### src/rtl/lut_cell_pkg.sv
package lut_cell_pkg;
  localparam int LUT_IN    = 4;
  localparam int LUT_DEPTH = 1 << LUT_IN;
  localparam int MRG_IN    = 3;
  localparam int MRG_DEPTH = 1 << MRG_IN;

  // Last field sits at bit 0; chain bit index equals packed bit index.
  typedef struct packed {
    logic                 reg_b_init;
    logic                 reg_a_init;
    logic                 reg_b_byp;
    logic                 reg_a_byp;
    logic                 comb_b_mrg;
    logic                 comb_a_mrg;
    logic [MRG_DEPTH-1:0] mrg_tab;
    logic [LUT_DEPTH-1:0] b_tab;
    logic [LUT_DEPTH-1:0] a_tab;
  } cell_cfg_t;

  localparam int CFG_W = $bits(cell_cfg_t);
endpackage

### src/rtl/lut_table.sv
module lut_table #(
  parameter int N_IN = 4
) (
  input  logic [(1<<N_IN)-1:0] tab_i,
  input  logic [N_IN-1:0]      addr_i,
  output logic                 out_o
);
  always_comb out_o = tab_i[addr_i];
endmodule

### src/rtl/cfg_chain.sv
module cfg_chain #(
  parameter int W = 46
) (
  input  logic         clk,
  input  logic         rst,
  input  logic         en_i,
  input  logic         din_i,
  output logic [W-1:0] q_o,
  output logic         dout_o
);
  logic [W-1:0] sh_q = '0;

  always_ff @(posedge clk) begin
    if (en_i) sh_q <= {din_i, sh_q[W-1:1]};
  end

  assign q_o    = sh_q;
  assign dout_o = sh_q[0];

  // chain frozen while not loading
  a_r6_frozen: assert property (@(posedge clk) disable iff (rst)
    !en_i |=> $stable(sh_q));
endmodule

### src/rtl/cell_ff.sv
module cell_ff (
  input  logic clk,
  input  logic rst,
  input  logic hold_i,
  input  logic init_i,
  input  logic d_i,
  output logic q_o
);
  always_ff @(posedge clk) begin
    if (rst)          q_o <= init_i;
    else if (!hold_i) q_o <= d_i;
  end

  // hold while configuring
  a_r8_hold: assert property (@(posedge clk) disable iff (rst)
    hold_i |=> $stable(q_o));
  // reset loads configured value
  a_r5_init: assert property (@(posedge clk) disable iff (rst)
    $past(rst) |-> (q_o == $past(init_i)));
endmodule

### src/rtl/lut_logic_cell.sv
module lut_logic_cell
  import lut_cell_pkg::*;
(
  input  logic              clk,
  input  logic              rst,
  input  logic              cfg_en,
  input  logic              cfg_si,
  output logic              cfg_so,
  input  logic [LUT_IN-1:0] lut_a_i,
  input  logic [LUT_IN-1:0] lut_b_i,
  input  logic              mrg_i,
  input  logic              byp_a_i,
  input  logic              byp_b_i,
  output logic              comb_a_o,
  output logic              comb_b_o,
  output logic              reg_a_o,
  output logic              reg_b_o
);
  logic [CFG_W-1:0] chain_q;
  cell_cfg_t        cfg;

  cfg_chain #(.W(CFG_W)) u_chain (
    .clk(clk), .rst(rst), .en_i(cfg_en), .din_i(cfg_si),
    .q_o(chain_q), .dout_o(cfg_so)
  );
  assign cfg = cell_cfg_t'(chain_q);

  // Two 4-input tables: index 0 = A, 1 = B
  logic [LUT_DEPTH-1:0] tab  [2];
  logic [LUT_IN-1:0]    addr [2];
  logic                 lout [2];
  assign tab[0]  = cfg.a_tab;
  assign tab[1]  = cfg.b_tab;
  assign addr[0] = lut_a_i;
  assign addr[1] = lut_b_i;

  for (genvar i = 0; i < 2; i++) begin : g_lut
    lut_table #(.N_IN(LUT_IN)) u_lut (
      .tab_i(tab[i]), .addr_i(addr[i]), .out_o(lout[i])
    );
  end

  logic mrg_out;
  lut_table #(.N_IN(MRG_IN)) u_mrg (
    .tab_i(cfg.mrg_tab), .addr_i({mrg_i, lout[0], lout[1]}), .out_o(mrg_out)
  );

  logic [1:0] comb_raw, sel_mrg, sel_byp, init_v, byp_v, ff_d, ff_q;
  assign sel_mrg = {cfg.comb_b_mrg, cfg.comb_a_mrg};
  assign sel_byp = {cfg.reg_b_byp, cfg.reg_a_byp};
  assign init_v  = {cfg.reg_b_init, cfg.reg_a_init};
  assign byp_v   = {byp_b_i, byp_a_i};

  for (genvar i = 0; i < 2; i++) begin : g_out
    assign comb_raw[i] = sel_mrg[i] ? mrg_out : lout[i];
    assign ff_d[i]     = sel_byp[i] ? byp_v[i] : comb_raw[i];
    cell_ff u_ff (
      .clk(clk), .rst(rst), .hold_i(cfg_en), .init_i(init_v[i]),
      .d_i(ff_d[i]), .q_o(ff_q[i])
    );
  end

  assign comb_a_o = comb_raw[0] & ~cfg_en;
  assign comb_b_o = comb_raw[1] & ~cfg_en;
  assign reg_a_o  = ff_q[0];
  assign reg_b_o  = ff_q[1];

  // combinational outputs quiet during load
  a_r8_quiet: assert property (@(posedge clk) disable iff (rst)
    cfg_en |-> (!comb_a_o && !comb_b_o));
  // A output follows table A when merge not selected
  a_r3_route_a: assert property (@(posedge clk) disable iff (rst)
    (!cfg_en && !cfg.comb_a_mrg) |-> (comb_a_o == lout[0]));
  // B output follows merge table when selected
  a_r3_route_b: assert property (@(posedge clk) disable iff (rst)
    (!cfg_en && cfg.comb_b_mrg) |-> (comb_b_o == mrg_out));
endmodule

### config.mk
export PLATFORM = sky130hd
export DESIGN_NAME = lut_logic_cell
export DESIGN_NICKNAME = d
export VERILOG_FILES = /design/src/rtl/lut_cell_pkg.sv /design/src/rtl/lut_table.sv /design/src/rtl/cfg_chain.sv /design/src/rtl/cell_ff.sv /design/src/rtl/lut_logic_cell.sv
export SDC_FILE = /design/constraint.sdc
export NUM_CORES = 1
export LEC_CHECK = 0
export CAP_MARGIN = 20
export CORE_ASPECT_RATIO = 0.75
export CORE_MARGIN = 1.5
export CORE_UTILIZATION = 25
export CTS_BUF_LIST = sky130_fd_sc_hd__clkbuf_8
export DETAILED_ROUTE_END_ITERATION = 7
export SETUP_SLACK_MARGIN = 0.15
export SLEW_MARGIN = 20
export SYNTH_ARGS = -nofsm -noshare
export SYNTH_HDL_FRONTEND = slang
export SYNTH_SLANG_ARGS = --single-unit
### constraint.sdc
create_clock -name clk -period 3.4 [get_ports clk]
set_clock_uncertainty 0.15 [all_clocks]
set_input_delay 0.68 -clock clk [delete_from_list [all_inputs] [get_ports clk]]
set_output_delay 0.68 -clock clk [all_outputs]
set_load 0.005 [all_outputs]
==> results of run 1 <==
-- kinds of logic after synthesis --
family | count (synthesis) | synth area share [%]
compound gates | 13 | 4.43
flops | 48 | 76.1
simple gates | 19 | 6.08
buf+inv | 4 | 0.793
mux | 11 | 12.6
-- per-stage QoR --
| step | setup WS, ns | power [mW] | util (%) | TNS (ns) |
|---|---|---|---|---|
| 6_report | -0.126 | 1.26 | 33.5 | -0.179 |
| 3_3_place_gp | -1.06 | 0.852 | 31.5 | -2.50 |
| 5_1_grt | -0.189 | 1.32 | 33.5 | -0.349 |
| 3_5_place_dp | -1.08 | 0.857 | 31.5 | -2.57 |
| 4_1_cts | -0.125 | 1.27 | 33.4 | -0.209 |
| 2_1_floorplan | 0.0678 | 0.770 | - | 0 |
-- where the power goes --
group | switching (mW) | leakage [nW] | total, mW | internal (mW)
sequential | 0.0182 | 0.471 | 0.710 | 0.692
combinational | 0.0602 | 0.344 | 0.144 | 0.0834
clock | 0.189 | 0.0558 | 0.407 | 0.218
-- path summary, 6_finish.rpt --
check | start | endpoint | slack (ns) | cells after the start
max | lut_b_i[2] | comb_b_o | -0.13 | 8
min | u_chain.q_o[45] | u_chain.q_o[44] | 0.31 | 0
max reg2reg | u_chain.q_o[31] | g_out[0].u_ff.q_o | 0.64 | 9
min reg2reg | u_chain.q_o[45] | u_chain.q_o[44] | 0.31 | 0
-- cell usage after synthesis, drive strengths merged --
library cell / n / area (um2)
edfxtp: 48 / 1440
mux4: 9 / 218
a21oi: 4 / 20.0
inv: 4 / 15.0
nand2: 3 / 11.3
nand2b: 3 / 18.8
nor2: 3 / 11.3
and2: 2 / 12.5
and3b: 2 / 17.5
mux2i: 2 / 20.0
nand3: 2 / 15.0
o211ai: 2 / 15.0
o21ai: 2 / 10.0
o31ai: 2 / 15.0
a211o: 1 / 8.76
a21boi: 1 / 7.51
a22oi: 1 / 7.51
nand4: 1 / 6.26
nor2b: 1 / 6.26
nor3: 1 / 5.00
or4: 1 / 11.3
-- what timing repair did --
action,CTS,global route
setup buffers,1,0
endpoints found under the setup margin,4,2
pin swaps,5,4
gates resized for setup,27,4
-- flip-flops by register name, summed over array words and instances (netlist names) --
signal / flops
u_chain.q_o: 46
g_out.u_ff.q_o: 2
-- routing by layer --
metal | GRT usage (%) | wire, um
met1 | 12.4 | 1570
met2 | 13.5 | 1600
met3 | 3.12 | 178
met4 | 3.65 | 30
met5 | 0 | 0
-- area by class of cell --
| cell class | count | area share (%) |
|---|---|---|
| repair buffers | 35 | 12.3 |
| well taps | 101 | 5.15 |
| multi-input cells | 43 | 18.7 |
| inverters | 4 | 0.612 |
| flip-flops and latches | 48 | 58.7 |
| clock inverters | 3 | 1.73 |
| clock buffers | 5 | 2.80 |
==> flow_metrics.py, run 1 <==
metrics = {
    "drt": {
        "wl_per_cell_um": 14.1,
        "postRouteAntennaNets": 0,
        "drc_errors": 0,
        "first_iter_violations": 74,
        "wirelength_mm": 3.37,
        "firstDrtPassIters": 4,
        "vias": 1004,
        "vias_per_cell": 4.20,
    },
    "finish": {
        "area_growth_syn_to_layout_pct": 29.7,
        "multi_input_area_um2": 459,
        "drive_gt1_share_pct": 31.2,
        "layout_commonest_cell": "edfxtp_1",
        "final_cell_mix": "48 x edfxtp_1, 14 x buf_4, 12 x clkdlybuf4s50_1",
        "nets": 152,
        "fill_cells": 717,
        "stdcell_count": 239,
        "fin_area_mm2": 0.00245,
        "seqCellArea_mm2": 0.00144,
        "diodes": 0,
    },
    "grt": {
        "grt-ovfl-total": 0,
        "grt_usage_pct": 9.21,
        "grt_pass1_wl_mm": 5.49,
        "grt_pass1_vias": 1110,
        "grt_max_degree": 43,
        "antenna_found_initial": 0,
    },
    "timing": {
        "finalHoldViolations": 0,
        "setup_viol": 2,
        "slew-limit-headroom_pct": 64.1,
        "grt_setup_unrepaired": "yes",
        "fmax_mhz": 284,
        "fin_crit_ns": 3.53,
        "post-route-period-util_pct": 104,
        "slew_viol_final": 0,
        "layout_setup_ws_ns": -0.126,
        "worstMarginPinSlew_ns": 0.538,
        "hold_ws_ns": 0.308,
    },
    "cts": {
        "cts_tree": "done",
        "clk_pin_slew_ns": 0.09,
        "cts-buffers-inserted": 5,
        "clk_latency_ns": 0.30,
        "cts_root_buffer": "clkbuf_8",
        "cts_hold_buf": 0,
        "clkSinkCount": 48,
        "ctsHtreeMaxLevel": 2,
        "clockBufferDepth": 2,
    },
    "setup_path": {
        "cp_common_cell": "mux4_2",
        "cpLargestDelayFamily": "multiplexers",
        "crit_path_max_fanout": 4,
        "crit_arrival_ns": 2.70,
        "cp-start-kind": "input pin",
        "cp_slowest_cell": "mux4_2",
        "crit_buf_inv": 2,
        "slowest_delay_ns": 0.52,
        "end_kind": "output port",
        "required_ns": 2.57,
        "path_class": "in2out",
        "crit_chain": "buf_8, mux4_2, mux4_2, a21boi_4, or4_4, nand3_4, nor2_2, buf_2",
    },
    "synthesis": {
        "synth_seq_area_share_pct": 76.1,
        "synth_warnings": 0,
        "syn_area_per_cell_um2": 19.9,
        "synth-seq-cells": 48,
        "synth_cell_types": 23,
        "postSynthCellCount": 95,
        "syn-num-nets": 110,
        "synth_area_mm2": 0.00189,
    },
    "placement": {
        "place_area_mm2": 0.00231,
        "gp_congestion": 0.802,
        "hpwl_mm": 2.22,
        "port_buffers": 19,
        "placedCellCount": 230,
    },
    "power_and_ir_drop": {
        "p_leak_nw": 0.871,
        "power.density_mw_per_mm2": 513,
        "ir_drop_uv": 209,
    },
    "flow_run": {
        "maxCapViolCount": 0,
    },
    "floorplan": {
        "die_w_um": 103,
        "rows": 27,
        "core_mm2": 0.00733,
        "io_pins": 20,
        "start_util_pct": 25.8,
        "die_area_mm2": 0.00811,
        "die_h_um": 78.4,
    },
    "status": {
        "status": "finished, violations left",
        "violations": "negative setup slack",
    },
    "hold_path": {
        "min_path_type": "reg2reg",
    },
}
Note: power is estimated with default switching activity, not from simulation.
==> run 2, diff against run 1 <==
--- a/config.mk
+++ b/config.mk
@@ -6,7 +6,6 @@
 export NUM_CORES = 1
 export LEC_CHECK = 0
 export CAP_MARGIN = 20
-export CORE_ASPECT_RATIO = 0.75
 export CORE_MARGIN = 1.5
 export CORE_UTILIZATION = 25
 export CTS_BUF_LIST = sky130_fd_sc_hd__clkbuf_8
==> run 2 against run 1 <==
Net effect: the run still ends with negative setup slack left; via count is 2.4% lower; first-iteration DRC count is 47% lower; non-clock buffer count stayed put; register-to-register slack better by 0.07 ns; sequential share of layout area is 0.83 points lower; fmax is 1.8% higher; count of clock-buffer cells in the layout stayed put; sequential cell count stayed put; total power is 6.3% higher; clock power is 19% higher; critical endpoint unchanged; largest cell class unchanged; largest power group unchanged.
==> flow_metrics.py, run 2 (synthesis gave the netlist of run 1 again) <==
metrics = {
    "placement": {
        "port_buffers": 19,
        "place_area_mm2": 0.00228,
        "gp_congestion": 0.789,
        "hpwl_mm": 2.11,
    },
    "drt": {
        "vias_per_cell": 4.14,
        "postRouteAntennaNets": 0,
        "wirelength_mm": 3.08,
        "wl_per_cell_um": 13.0,
        "vias": 980,
        "drc_errors": 0,
        "first_iter_violations": 39,
        "firstDrtPassIters": 4,
    },
    "floorplan": {
        "die_area_mm2": 0.00810,
        "core_mm2": 0.00729,
        "die_h_um": 90.0,
        "rows": 31,
        "io_pins": 20,
        "start_util_pct": 26.0,
        "die_w_um": 90.0,
    },
    "grt": {
        "grt-ovfl-total": 0,
        "grt_pass1_vias": 990,
        "grt_max_degree": 44,
        "grt_usage_pct": 7.85,
        "grt_pass1_wl_mm": 4.95,
        "antenna_found_initial": 0,
    },
    "timing": {
        "post-route-period-util_pct": 102,
        "slew_viol_final": 0,
        "worstMarginPinSlew_ns": 0.530,
        "fmax_mhz": 289,
        "finalHoldViolations": 0,
        "layout_setup_ws_ns": -0.0628,
        "slew-limit-headroom_pct": 64.6,
        "setup_viol": 2,
        "fin_crit_ns": 3.46,
        "grt_setup_unrepaired": "yes",
    },
    "setup_path": {
        "ff2ff_path_depth": 8,
        "crit_path_max_fanout": 5,
        "end_kind": "output port",
        "cp-start-kind": "input pin",
        "r2r_start": "u_chain.q_o[15]",
        "cp_slowest_cell": "or4_4",
        "crit_chain": "buf_8, mux4_2, o211ai_1, nand3_2, buf_6, or4_4, nand3_4, nor2_2, buf_2",
        "required_ns": 2.57,
        "crit_buf_inv": 3,
        "r2r_end": "g_out[1].u_ff.q_o",
        "slowest_delay_ns": 0.51,
        "cpLargestDelayFamily": "simple AND/OR/NAND/NOR gates",
        "rrSetupSlack_ns": 0.71,
        "crit_start": "lut_a_i[0]",
        "crit_arrival_ns": 2.63,
        "path_class": "in2out",
    },
    "finish": {
        "utilization_pct": 34.1,
        "top_register": "u_chain.q_o",
        "top_regs": "u_chain.q_o: 46 flops, g_out.u_ff.q_o: 2 flops",
        "layout_commonest_cell": "edfxtp_1",
        "drive_gt1_share_pct": 34.8,
        "fin_area_mm2": 0.00249,
        "final_cell_mix": "48 x edfxtp_1, 14 x buf_4, 12 x clkdlybuf4s50_1",
        "diodes": 0,
        "largest_reg_flops": 46,
        "area_growth_syn_to_layout_pct": 31.5,
        "nets": 152,
    },
    "power_and_ir_drop": {
        "power.density_mw_per_mm2": 538,
        "total_power_mw": 1.34,
        "ir_drop_uv": 216,
        "p_leak_nw": 0.887,
    },
    "status": {
        "violations": "negative setup slack",
        "status": "finished, violations left",
    },
    "hold_path": {
        "hold_start": "u_chain.q_o[2]",
        "min_path_type": "reg2reg",
        "holdPathEnd": "u_chain.q_o[1]",
        "hold_path_depth": 0,
    },
    "flow_run": {
        "maxCapViolCount": 0,
    },
    "cts": {
        "cts-buffers-inserted": 5,
        "clk_pin_slew_ns": 0.08,
        "clockBufferDepth": 2,
        "cts_hold_buf": 0,
        "cts_tree": "done",
        "ctsHtreeMaxLevel": 2,
        "clkSinkCount": 48,
        "clk_latency_ns": 0.30,
        "cts_root_buffer": "clkbuf_8",
    },
}
==> run 2: metal layers <==
metal  global-route usage [%]  up-vias  part of all wire (%)
li1                         -      470                     -
met1                     10.4      485                    46
met2                     12.1       21                    49
met3                     2.79        4                   4.4
met4                     2.38        0                  0.59
met5                        0        -                     0
==> run 2: worst max path at each step <==
stage	to	slack (ns)	cells past startpoint
after floorplan	comb_b_o	0.07	6
after global placement	comb_a_o	-1.08	9
after detailed placement	comb_a_o	-1.09	9
after CTS	comb_b_o	-0.15	8
after global routing	comb_b_o	-0.14	9
final	comb_b_o	-0.06	9
==> run 2: timing repair <==
action | CTS | global route
resized for setup | 22 | 17
setup buffers | 0 | 5
pin swaps | 5 | 7
setup endpoints to repair | 4 | 2
cloned | 0 | 0
==> run 2: metrics by stage <==
stage	hold WS, ns	setup TNS (ns)	instances	setup WS (ns)
final	0.305	-0.0922	237	-0.0628
after global routing	0.314	-0.262	237	-0.143
after CTS	0.309	-0.302	232	-0.155
after detailed placement	0.286	-2.70	224	-1.09
after global placement	0.282	-2.61	224	-1.08
after floorplan	0.271	0	95	0.0678
==> run 2: final cells by class <==
| cell class | count | area [um2] |
|---|---|---|
| fillers | 717 | 4800 |
| flip-flops and latches | 48 | 1440 |
| multi-input cells | 43 | 469 |
| repair buffers | 35 | 303 |
| well taps | 99 | 124 |
| clock buffers | 5 | 68.8 |
| clock inverters | 3 | 68.8 |
| inverters | 4 | 15.0 |
==> run 2: where the power goes <==
group          total [mW]  switching (mW)  internal, mW
clock network       0.486           0.190         0.296
registers           0.710          0.0182         0.692
logic               0.144          0.0595        0.0843
total                1.34           0.268          1.07
